$ cat src/rtl/xmem_pkg.sv
package xmem_pkg;
    typedef enum logic [2:0] {
        S_IDLE,
        S_ADDR,
        S_SETUP,
        S_STROBE,
        S_HOLD,
        S_GAP
    } xm_state_t;
endpackage

$ cat src/rtl/xmem_sector_sel.sv
module xmem_sector_sel #(
    parameter int ADDR_W = 16,
    parameter int BND_W  = 3,
    parameter int WAIT_W = 2
) (
    input  logic [ADDR_W-1:0] addr,
    input  logic [BND_W-1:0]  boundary,
    input  logic [WAIT_W-1:0] wait_lo,
    input  logic [WAIT_W-1:0] wait_hi,
    output logic [WAIT_W-1:0] extra,
    output logic              gap
);
    localparam logic [WAIT_W-1:0] CODE_MAX = {WAIT_W{1'b1}};

    logic [WAIT_W-1:0] code;

    always_comb begin
        code  = (addr[ADDR_W-1 -: BND_W] < boundary) ? wait_lo : wait_hi;
        gap   = (code == CODE_MAX);
        extra = gap ? (code - 1'b1) : code;
    end
endmodule

$ cat src/rtl/xmem_keeper.sv
module xmem_keeper #(
    parameter int DATA_W = 8
) (
    input  logic              clk,
    input  logic              rst_n,
    input  logic              en,
    input  logic              bus_oe,
    input  logic [DATA_W-1:0] bus_out,
    input  logic [DATA_W-1:0] bus_in,
    input  logic              sample,
    output logic              keep_drive,
    output logic [DATA_W-1:0] keep_val
);
    always_ff @(posedge clk or negedge rst_n) begin
        if (!rst_n) begin
            keep_val <= '0;
        end else if (bus_oe) begin
            keep_val <= bus_out;
        end else if (sample) begin
            keep_val <= bus_in;
        end
    end

    assign keep_drive = en && !bus_oe;

    AST_KEEP_STABLE: assert property (@(posedge clk) disable iff (!rst_n)
        (!bus_oe && !sample) |=> $stable(keep_val));
endmodule

$ cat src/rtl/xmem_fsm.sv
module xmem_fsm
    import xmem_pkg::*;
#(
    parameter int ADDR_W = 16,
    parameter int DATA_W = 8,
    parameter int WAIT_W = 2
) (
    input  logic                 clk,
    input  logic                 rst_n,
    input  logic                 req_valid,
    input  logic                 req_write,
    input  logic [ADDR_W-1:0]    req_addr,
    input  logic [DATA_W-1:0]    req_wdata,
    input  logic [WAIT_W-1:0]    sel_extra,
    input  logic                 sel_gap,
    input  logic [DATA_W-1:0]    ad_in,
    output logic                 done,
    output logic [DATA_W-1:0]    rdata,
    output logic [DATA_W-1:0]    ad_out,
    output logic                 ad_oe,
    output logic [ADDR_W-DATA_W-1:0] a_hi,
    output logic                 ale,
    output logic                 rd_n,
    output logic                 wr_n,
    output logic                 sample
);
    xm_state_t          state;
    logic [ADDR_W-1:0]  addr_q;
    logic [DATA_W-1:0]  wdata_q;
    logic               write_q;
    logic [WAIT_W-1:0]  extra_q;
    logic               gap_q;
    logic [WAIT_W-1:0]  cnt;

    always_ff @(posedge clk or negedge rst_n) begin
        if (!rst_n) begin
            state   <= S_IDLE;
            addr_q  <= '0;
            wdata_q <= '0;
            write_q <= 1'b0;
            extra_q <= '0;
            gap_q   <= 1'b0;
            cnt     <= '0;
            rdata   <= '0;
        end else begin
            unique case (state)
                S_IDLE: begin
                    if (req_valid) begin
                        state   <= S_ADDR;
                        addr_q  <= req_addr;
                        wdata_q <= req_wdata;
                        write_q <= req_write;
                        extra_q <= sel_extra;
                        gap_q   <= sel_gap;
                    end
                end
                S_ADDR:  state <= S_SETUP;
                S_SETUP: begin
                    state <= S_STROBE;
                    cnt   <= extra_q;
                end
                S_STROBE: begin
                    if (cnt == '0) begin
                        state <= S_HOLD;
                    end else begin
                        cnt <= cnt - 1'b1;
                    end
                    if (sample) begin
                        rdata <= ad_in;
                    end
                end
                S_HOLD:  state <= gap_q ? S_GAP : S_IDLE;
                S_GAP:   state <= S_IDLE;
                default: state <= S_IDLE;
            endcase
        end
    end

    always_comb begin
        ale    = 1'b0;
        ad_oe  = 1'b0;
        ad_out = wdata_q;
        rd_n   = 1'b1;
        wr_n   = 1'b1;
        done   = 1'b0;
        sample = 1'b0;
        a_hi   = addr_q[ADDR_W-1:DATA_W];
        unique case (state)
            S_IDLE: ;
            S_ADDR: begin
                ale    = 1'b1;
                ad_oe  = 1'b1;
                ad_out = addr_q[DATA_W-1:0];
            end
            S_SETUP: ad_oe = write_q;
            S_STROBE: begin
                ad_oe  = write_q;
                wr_n   = !write_q;
                rd_n   = write_q;
                sample = !write_q && (cnt == '0);
            end
            S_HOLD: begin
                ad_oe = write_q;
                done  = !gap_q;
            end
            S_GAP:   done = 1'b1;
            default: ;
        endcase
    end

    AST_STROBE_EXCL: assert property (@(posedge clk) disable iff (!rst_n)
        !(!rd_n && !wr_n));
    AST_ALE_QUIET: assert property (@(posedge clk) disable iff (!rst_n)
        ale |-> (rd_n && wr_n));
    AST_READ_RELEASED: assert property (@(posedge clk) disable iff (!rst_n)
        !rd_n |-> !ad_oe);
    AST_WRITE_DRIVEN: assert property (@(posedge clk) disable iff (!rst_n)
        !wr_n |-> ad_oe);
    AST_WRITE_HOLD: assert property (@(posedge clk) disable iff (!rst_n)
        $rose(wr_n) |-> (ad_oe && $stable(ad_out)));
    AST_DONE_PULSE: assert property (@(posedge clk) disable iff (!rst_n)
        done |=> !done);
    AST_ALE_SINGLE: assert property (@(posedge clk) disable iff (!rst_n)
        ale |=> !ale);
endmodule

$ cat src/rtl/xmem_ctrl.sv
module xmem_ctrl #(
    parameter int ADDR_W = 16,
    parameter int DATA_W = 8,
    parameter int BND_W  = 3,
    parameter int WAIT_W = 2
) (
    input  logic                     clk,
    input  logic                     rst_n,
    input  logic                     req_valid,
    input  logic                     req_write,
    input  logic [ADDR_W-1:0]        req_addr,
    input  logic [DATA_W-1:0]        req_wdata,
    output logic                     done,
    output logic [DATA_W-1:0]        rdata,
    input  logic [WAIT_W-1:0]        cfg_wait_lo,
    input  logic [WAIT_W-1:0]        cfg_wait_hi,
    input  logic [BND_W-1:0]         cfg_boundary,
    input  logic                     cfg_keep_en,
    output logic [DATA_W-1:0]        ad_out,
    output logic                     ad_oe,
    input  logic [DATA_W-1:0]        ad_in,
    output logic [ADDR_W-DATA_W-1:0] a_hi,
    output logic                     ale,
    output logic                     rd_n,
    output logic                     wr_n,
    output logic                     keep_drive,
    output logic [DATA_W-1:0]        keep_val
);
    logic [WAIT_W-1:0] sel_extra;
    logic              sel_gap;
    logic              sample;

    xmem_sector_sel #(.ADDR_W(ADDR_W), .BND_W(BND_W), .WAIT_W(WAIT_W)) u_sel (
        .addr     (req_addr),
        .boundary (cfg_boundary),
        .wait_lo  (cfg_wait_lo),
        .wait_hi  (cfg_wait_hi),
        .extra    (sel_extra),
        .gap      (sel_gap)
    );

    xmem_fsm #(.ADDR_W(ADDR_W), .DATA_W(DATA_W), .WAIT_W(WAIT_W)) u_fsm (
        .clk       (clk),
        .rst_n     (rst_n),
        .req_valid (req_valid),
        .req_write (req_write),
        .req_addr  (req_addr),
        .req_wdata (req_wdata),
        .sel_extra (sel_extra),
        .sel_gap   (sel_gap),
        .ad_in     (ad_in),
        .done      (done),
        .rdata     (rdata),
        .ad_out    (ad_out),
        .ad_oe     (ad_oe),
        .a_hi      (a_hi),
        .ale       (ale),
        .rd_n      (rd_n),
        .wr_n      (wr_n),
        .sample    (sample)
    );

    xmem_keeper #(.DATA_W(DATA_W)) u_keep (
        .clk        (clk),
        .rst_n      (rst_n),
        .en         (cfg_keep_en),
        .bus_oe     (ad_oe),
        .bus_out    (ad_out),
        .bus_in     (ad_in),
        .sample     (sample),
        .keep_drive (keep_drive),
        .keep_val   (keep_val)
    );

    AST_KEEP_DISJOINT: assert property (@(posedge clk) disable iff (!rst_n)
        keep_drive |-> !ad_oe);
endmodule

$ cat config.mk
export PLATFORM = sky130hd
export DESIGN_NAME = xmem_ctrl
export DESIGN_NICKNAME = d
export VERILOG_FILES = /design/src/rtl/xmem_pkg.sv /design/src/rtl/xmem_sector_sel.sv /design/src/rtl/xmem_keeper.sv /design/src/rtl/xmem_fsm.sv /design/src/rtl/xmem_ctrl.sv
export SDC_FILE = /design/constraint.sdc
export NUM_CORES = 1
export LEC_CHECK = 0
export BUFFER_PORTS_ARGS = -buffer_cell sky130_fd_sc_hd__buf_4
export CAP_MARGIN = 15
export CORE_MARGIN = 2
export CORE_UTILIZATION = 46
export CTS_CLUSTER_SIZE = 14
export DETAILED_ROUTE_END_ITERATION = 10
export GPL_TIMING_DRIVEN = 0
export HOLD_SLACK_MARGIN = 0.03
export PLACE_DENSITY = 0.76
export SLEW_MARGIN = 20
export SYNTH_ARGS = -nofsm -noshare
export SYNTH_HDL_FRONTEND = slang
export SYNTH_SLANG_ARGS = --single-unit
$ cat constraint.sdc
create_clock -name clk -period 1.56 [get_ports clk]
set_clock_uncertainty 0.1 [all_clocks]
set_input_delay 0 -clock clk [delete_from_list [all_inputs] [get_ports clk]]
set_output_delay 0 -clock clk [all_outputs]
set_load 0.02 [all_outputs]
==> results.toml, run 1 <==
[worst_hold_path]
hp-class = "in2async"

[routing]
totalWireLength_mm = 7.699
drc = 0
drtPass1Iterations = 4
vias_per_cell = 5.252
drt-initial-drc-count = 137
vias = 2253
ant_nets = 0
avgRoutedWirePerCell_um = 17.95

[clock_tree]
cts_tree = "done"
clock_tree.htree_level_count = 2
clk_pin_slew_ns = 0.10
root_buffer = "clkbuf_8"
numCtsBuffers = 5
clk_latency_ns = 0.29
clockBufferDepth = 2
clock-sinks = 49

[synthesis]
ys_ff_latch = 49
synth_top_family_by_area = "multiplexers"
syn_area_per_cell_um2 = 12.74
synthArstFlopShare = 1.000
synth.largest_area_cell = "dfrtp_1"
synth_xor_area_frac = 0
synth_area_leaders = "dfrtp_1 47%, mux2_4 13%, mux2_2 7.7%"
ys_seq_area_frac = 0.4671
synthMuxAreaShare = 0.2126
synth_top_cell_area_share = 0.4671
synthSimpleGateAreaFrac = 0.09914
synthDistinctLibCells = 44
netlist_instances = 206
synth-main-ff-cell = "dfrtp_1"
synth_nets = 253
synth_edf_count = 0
synth_compound_area_frac = 0.1173
yosysWarnings = 0
synth_adder_area_share = 0.01430
synthesis.area_mm2 = 0.002625

[sta]
setup_slack_ns = -0.2409
fin_crit_sh = 1.154
final.min_clock_period_ns = 1.801
fmax_mhz = 555.3
hold_slack_ns = 0.1519
tightestPinTransition_ns = 0.6376
slew_viol_final = 0
fin_tns_setup_ns = -7.320
slew_headroom = 0.5749
setup_viol = 50
rsz0062_at_grt = "yes"
hold_violations = 0

[pwr]
p_comb_frac = 0.651
p_per_area_mw_per_mm2 = 2206
p_int_mw = 5.782
sequentialPowerShare = 0.265
p_sw_frac = 0.3957
p_sw_mw = 3.785
pwr-share-clk = 0.084
p_leak_nw = 2.013
peakVddDrop_uv = 1156

[finish]
syn_to_final_growth_pct = 65.20
drive_gt1_frac = 0.5826
instances_no_fill = 429
fill_cells = 300
fin_nets = 403
design_area_mm2 = 0.004337
antenna_cells = 0

[global_routing]
grt_use_total = 0.2366
grt_start_max_net_pins = 50
grt_pass1_wl_mm = 11.50
grt_overflow = 0
grt_pass1_vias = 2281
antenna_found_initial = 0

[setup_path]
crit_chain = "buf_8 > nor3b_4 > buf_6 > mux2_4 > buf_6"
crit_start = "u_fsm.state[2]"
path_buf_inv = 3
startpoint_type = "register"
cp.required_ns = 1.46
critPathTopFamily = "buffers and inverters"
reg2reg_from = "u_fsm.state[0]"
cpPeakStageDelay_ns = 0.42
cp_max_fo = 5
path_common_cell = "buf_6"
worst-setup-path-type = "reg2out"
cp-end-kind = "output pin"
worst_path_max_delay_cell = "dfrtp_1"
worst_ep_arrival_time_ns = 1.70

[floorplan]
die_w_um = 79.54
start_util = 0.4767
pin_count = 82
die-height_um = 79.54
rows = 27
dieArea_mm2 = 0.006327
core-area_mm2 = 0.005507

[status]
violations = "negative setup slack"
status = "finished with violations"

[place]
gp_congestion = 0.8057
numPortBuffers = 81
dp_cells = 359
place_ws_ns = -0.2922
placed_area_mm2 = 0.003351
dp_hpwl_mm = 4.293

[run]
maxCapViolations = 0
-- placed cells by master, fill, tap and decap left out, types with 2 or more instances in the layout --
cell and instances:
a22oi_1 17, clkinvlp_4 2, buf_8 3, and3_4 2, ha_1 2, nor3_1 3, nor2_4 5, nand3_1 2
dfrtp_1 48, inv_1 6, nand3_2 2, o211ai_1 7, nand2_4 2, buf_4 91, buf_12 9, o21ai_0 3
nand2_1 6, mux2_2 5, nand2_2 3, buf_6 24, dlygate4sd3_1 39, clkbuf_8 5, a21oi_1 4, mux2_4 36
-- sequential cells by signal (all words and copies together), names as in the netlist --
signal           count
u_fsm.wdata_q        8
u_keep.keep_val      8
u_fsm.rdata          8
u_fsm.extra_q        2
u_fsm.state          3
u_fsm.addr_q        16
u_fsm.gap_q          1
u_fsm.write_q        1
u_fsm.cnt            2
-- layer usage --
layer | global-route usage | vias to the layer above | wire length (um)
li1 | - | 1040 | -
met1 | 0.2958 | 1119 | 3076
met2 | 0.4202 | 86 | 4093
met3 | 0.03620 | 8 | 410
met4 | 0.07069 | 0 | 118
met5 | 0 | - | 0
-- synthesized netlist by cell type (4+ instances only) --
| master | count |
|---|---|
| buf_6 | 5 |
| a21oi_1 | 5 |
| nand3_1 | 4 |
| inv_1 | 7 |
| dfrtp_1 | 49 |
| mux2_4 | 23 |
| a22oi_1 | 17 |
| nor2_1 | 5 |
| buf_4 | 8 |
| mux2_2 | 18 |
| o211ai_1 | 7 |
| nand2_1 | 11 |
-- what timing repair did --
item,CTS,global route
pin swaps,13,6
setup buffers,18,13
endpoints found under the setup margin,53,58
endpoints found under the hold margin,94,0
cloned,3,0
gates resized for setup,38,38
hold buffers,39,0
-- cell families (layout without fill, tap and decap cells) --
logic type,after synthesis,in the layout
AOI/OAI and AO/OA,40,40
DFF,49,49
adders and majority gates,3,3
buffers and inverters,30,181
muxes,42,42
and+or+nand+nor,42,42
-- worst register-to-register path: stages, from the launching register on --
cell and delay [ns]:
dfrtp_1 0.42, buf_6 0.14, buf_8 0.13, a22o_1 0.25
a221oi_4 0.27, buf_6 0.17, buf_12 0.12, nand2_4 0.04
o211ai_1 0.07
-- power groups by stage --
| stage | combinational [mW] | clock (mW) | sequential (mW) |
|---|---|---|---|
| after floorplan | 3.08 | 0 | 2.54 |
| after global placement | 4.56 | 0 | 2.39 |
| after detailed placement | 4.66 | 0 | 2.43 |
| after CTS | 5.68 | 0.798 | 2.45 |
| after global routing | 6.57 | 0.883 | 2.61 |
| final | 6.23 | 0.800 | 2.54 |
-- stage by stage --
| step | utilization | power, mW |
|---|---|---|
| final | 0.7875 | 9.567 |
| after floorplan | - | 5.613 |
| after detailed placement | 0.6085 | 7.089 |
| after CTS | 0.7591 | 8.927 |
| after global placement | 0.6085 | 6.951 |
| after global routing | 0.7875 | 10.06 |
-- path summary, 6_finish.rpt --
| check | depth (start not counted) | slack, ns | to |
|---|---|---|---|
| setup / recovery | 5 | -0.24 | ad_out[4] |
| min in group clk | 4 | 0.23 | u_fsm.gap_q |
| setup reg to reg | 8 | -0.20 | u_keep.keep_val[4] |
| hold / removal | 2 | 0.15 | u_fsm.addr_q[9] |
| max in group asynchronous | 2 | 0.75 | u_fsm.write_q |
| hold reg to reg | 1 | 0.42 | u_fsm.rdata[1] |
-- layout make-up --
cell class	count	area (um^2)	area share
inverters	7	26.28	0.006059
well taps	72	90.09	0.02077
flip-flops and latches	49	1227	0.2830
multi-input cells	127	1329	0.3064
plain buffers	18	202.7	0.04674
clock buffers	5	68.82	0.01587
clock inverters	3	26.28	0.006059
repair buffers	148	1366	0.3151
No activity file was read; power rests on OpenSTA's default activity.
==> run 2, diff against run 1 <==
--- a/config.mk
+++ b/config.mk
@@ -13,7 +13,7 @@
 export DETAILED_ROUTE_END_ITERATION = 10
 export GPL_TIMING_DRIVEN = 0
 export HOLD_SLACK_MARGIN = 0.03
-export PLACE_DENSITY = 0.76
+export PLACE_DENSITY_LB_ADDON = 0.15
 export SLEW_MARGIN = 20
 export SYNTH_ARGS = -nofsm -noshare
 export SYNTH_HDL_FRONTEND = slang
==> results.toml, run 2 (same netlist as run 1, synthesis figures left out) <==
[place]
placed_area_mm2 = 0.003351
dp_hpwl_mm = 4.123
numPortBuffers = 81
dp_cells = 359
gp_congestion = 0.7778

[routing]
avgRoutedWirePerCell_um = 16.77
ant_nets = 0
totalWireLength_mm = 7.297
top_layer_used = "met4"
drc = 0
vias_per_cell = 5.103
wl_met3_um = 495
routed-wl-met2_mm = 3.553
vias = 2220
drt-initial-drc-count = 141
drtPass1Iterations = 4
drt-met1-wl_mm = 3.131

[sta]
fmax_mhz = 530.3
rsz0062_at_grt = "yes"
hold_slack_ns = 0.1200
fin_crit_sh = 1.209
slew_viol_final = 0
tightestPinTransition_ns = 0.6258
fin_tns_setup_ns = -10.11
slew_headroom = 0.5828
setup_viol = 55
setup_slack_ns = -0.3258
final.min_clock_period_ns = 1.886
hold_violations = 0

[floorplan]
pin_count = 82
dieArea_mm2 = 0.006327
start_util = 0.4767
die-height_um = 79.54
core-area_mm2 = 0.005507
rows = 27
die_w_um = 79.54

[setup_path]
crit_chain = "buf_8 > nor3b_4 > buf_6 > mux2_4 > buf_6"
worst_ep_arrival_time_ns = 1.79
rrSetupSlack_ns = -0.27
r2r-end = "u_fsm.rdata[5]"
worst_path_max_delay_cell = "dfrtp_1"
cpPeakStageDelay_ns = 0.42
worst-setup-path-type = "reg2out"
cp.required_ns = 1.46
cp-end-kind = "output pin"
startpoint_type = "register"
reg2reg_from = "u_fsm.state[2]"
cp_max_fo = 6
path_common_cell = "buf_6"
reg2regPathDepth = 7

[global_routing]
grt_overflow = 0
grt_start_max_net_pins = 50
grt_pass1_wl_mm = 10.91
grt_use_total = 0.2241
antenna_found_initial = 0
grt_pass1_vias = 2187

[clock_tree]
clockBufferDepth = 2
cts_tree = "done"
root_buffer = "clkbuf_8"
clk_pin_slew_ns = 0.09
clock_tree.htree_level_count = 2
numCtsBuffers = 5
clk_latency_ns = 0.31
clock-sinks = 49

[status]
status = "finished with violations"
violations = "negative setup slack"

[pwr]
p_leak_nw = 2.051
peakVddDrop_uv = 1323
p_per_area_mw_per_mm2 = 2176

[finish]
largest_reg_flops = 16
syn_to_final_growth_pct = 67.40
fin_nets = 409
final_cell_mix = "97 x buf_4, 48 x dfrtp_1, 41 x mux2_4"
regMostFlops = "u_fsm.addr_q"
antenna_cells = 0
final_common_cell = "buf_4"
drive_gt1_frac = 0.5813
design_area_mm2 = 0.004394
finish.utilization = 0.7980
instances_no_fill = 435

[worst_hold_path]
worstHoldStart = "req_addr[15]"
hp-class = "in2reg"
hold_path_depth = 5
min_to = "u_fsm.gap_q"

[run]
maxCapViolations = 0
-- run 2: area by class of cell --
type	instances	area [um^2]
plain buffers	17	186.4
inverters	7	26.28
multi-input cells	127	1355
clock inverters	1	7.507
well taps	72	90.09
clock buffers	7	76.32
repair buffers	155	1425
flip-flops and latches	49	1227
fillers	324	1112
-- run 2: critical path: cells and delay by family, from the launching register on --
family	cells	cell delay (ns)
buffers and inverters	3	0.47
AND/OR/NAND/NOR	1	0.26
flip-flops	1	0.42
multiplexers	1	0.32
-- run 2: repair_timing --
item	in CTS	in global routing
cloned	3	0
resized for setup	49	32
pin swaps	15	10
setup endpoints to repair	54	57
setup buffers	21	12
hold endpoints to repair	94	0
hold buffers	39	0
-- run 2: how the worst max path moves through the flow --
stage	from	endpoint	slack, ns	cells past startpoint
CTS	u_fsm.state[2]	ad_out[3]	-0.26	5
detailed placement	u_fsm.cnt[0]	u_fsm.rdata[6]	-0.31	7
global placement	u_fsm.cnt[0]	u_fsm.rdata[5]	-0.30	7
finish	u_fsm.state[2]	ad_out[3]	-0.33	5
global route	u_fsm.state[2]	ad_out[3]	-0.37	5
floorplan	u_fsm.cnt[0]	u_fsm.rdata[5]	-0.14	7
-- run 2: per-layer routing --
layer / track usage / vias up
met3: 0.05430 / 9
li1: - / 1047
met1: 0.3096 / 1072
met4: 0.04828 / 0
met5: 0 / -
met2: 0.3588 / 92
-- run 2: report_power, final --
part / total [mW] / switching [mW] / internal [mW]
clock: 0.759 / 0.440 / 0.318
sequential: 2.46 / 0.533 / 1.93
combinational: 6.34 / 2.72 / 3.61
total: 9.56 / 3.70 / 5.86
-- run 2: metrics by stage --
step | power (mW) | setup WS, ns
floorplan | 5.613 | -0.1426
detailed placement | 7.070 | -0.3063
finish | 9.561 | -0.3258
global placement | 6.997 | -0.3035
global route | 10.05 | -0.3707
CTS | 8.946 | -0.2573
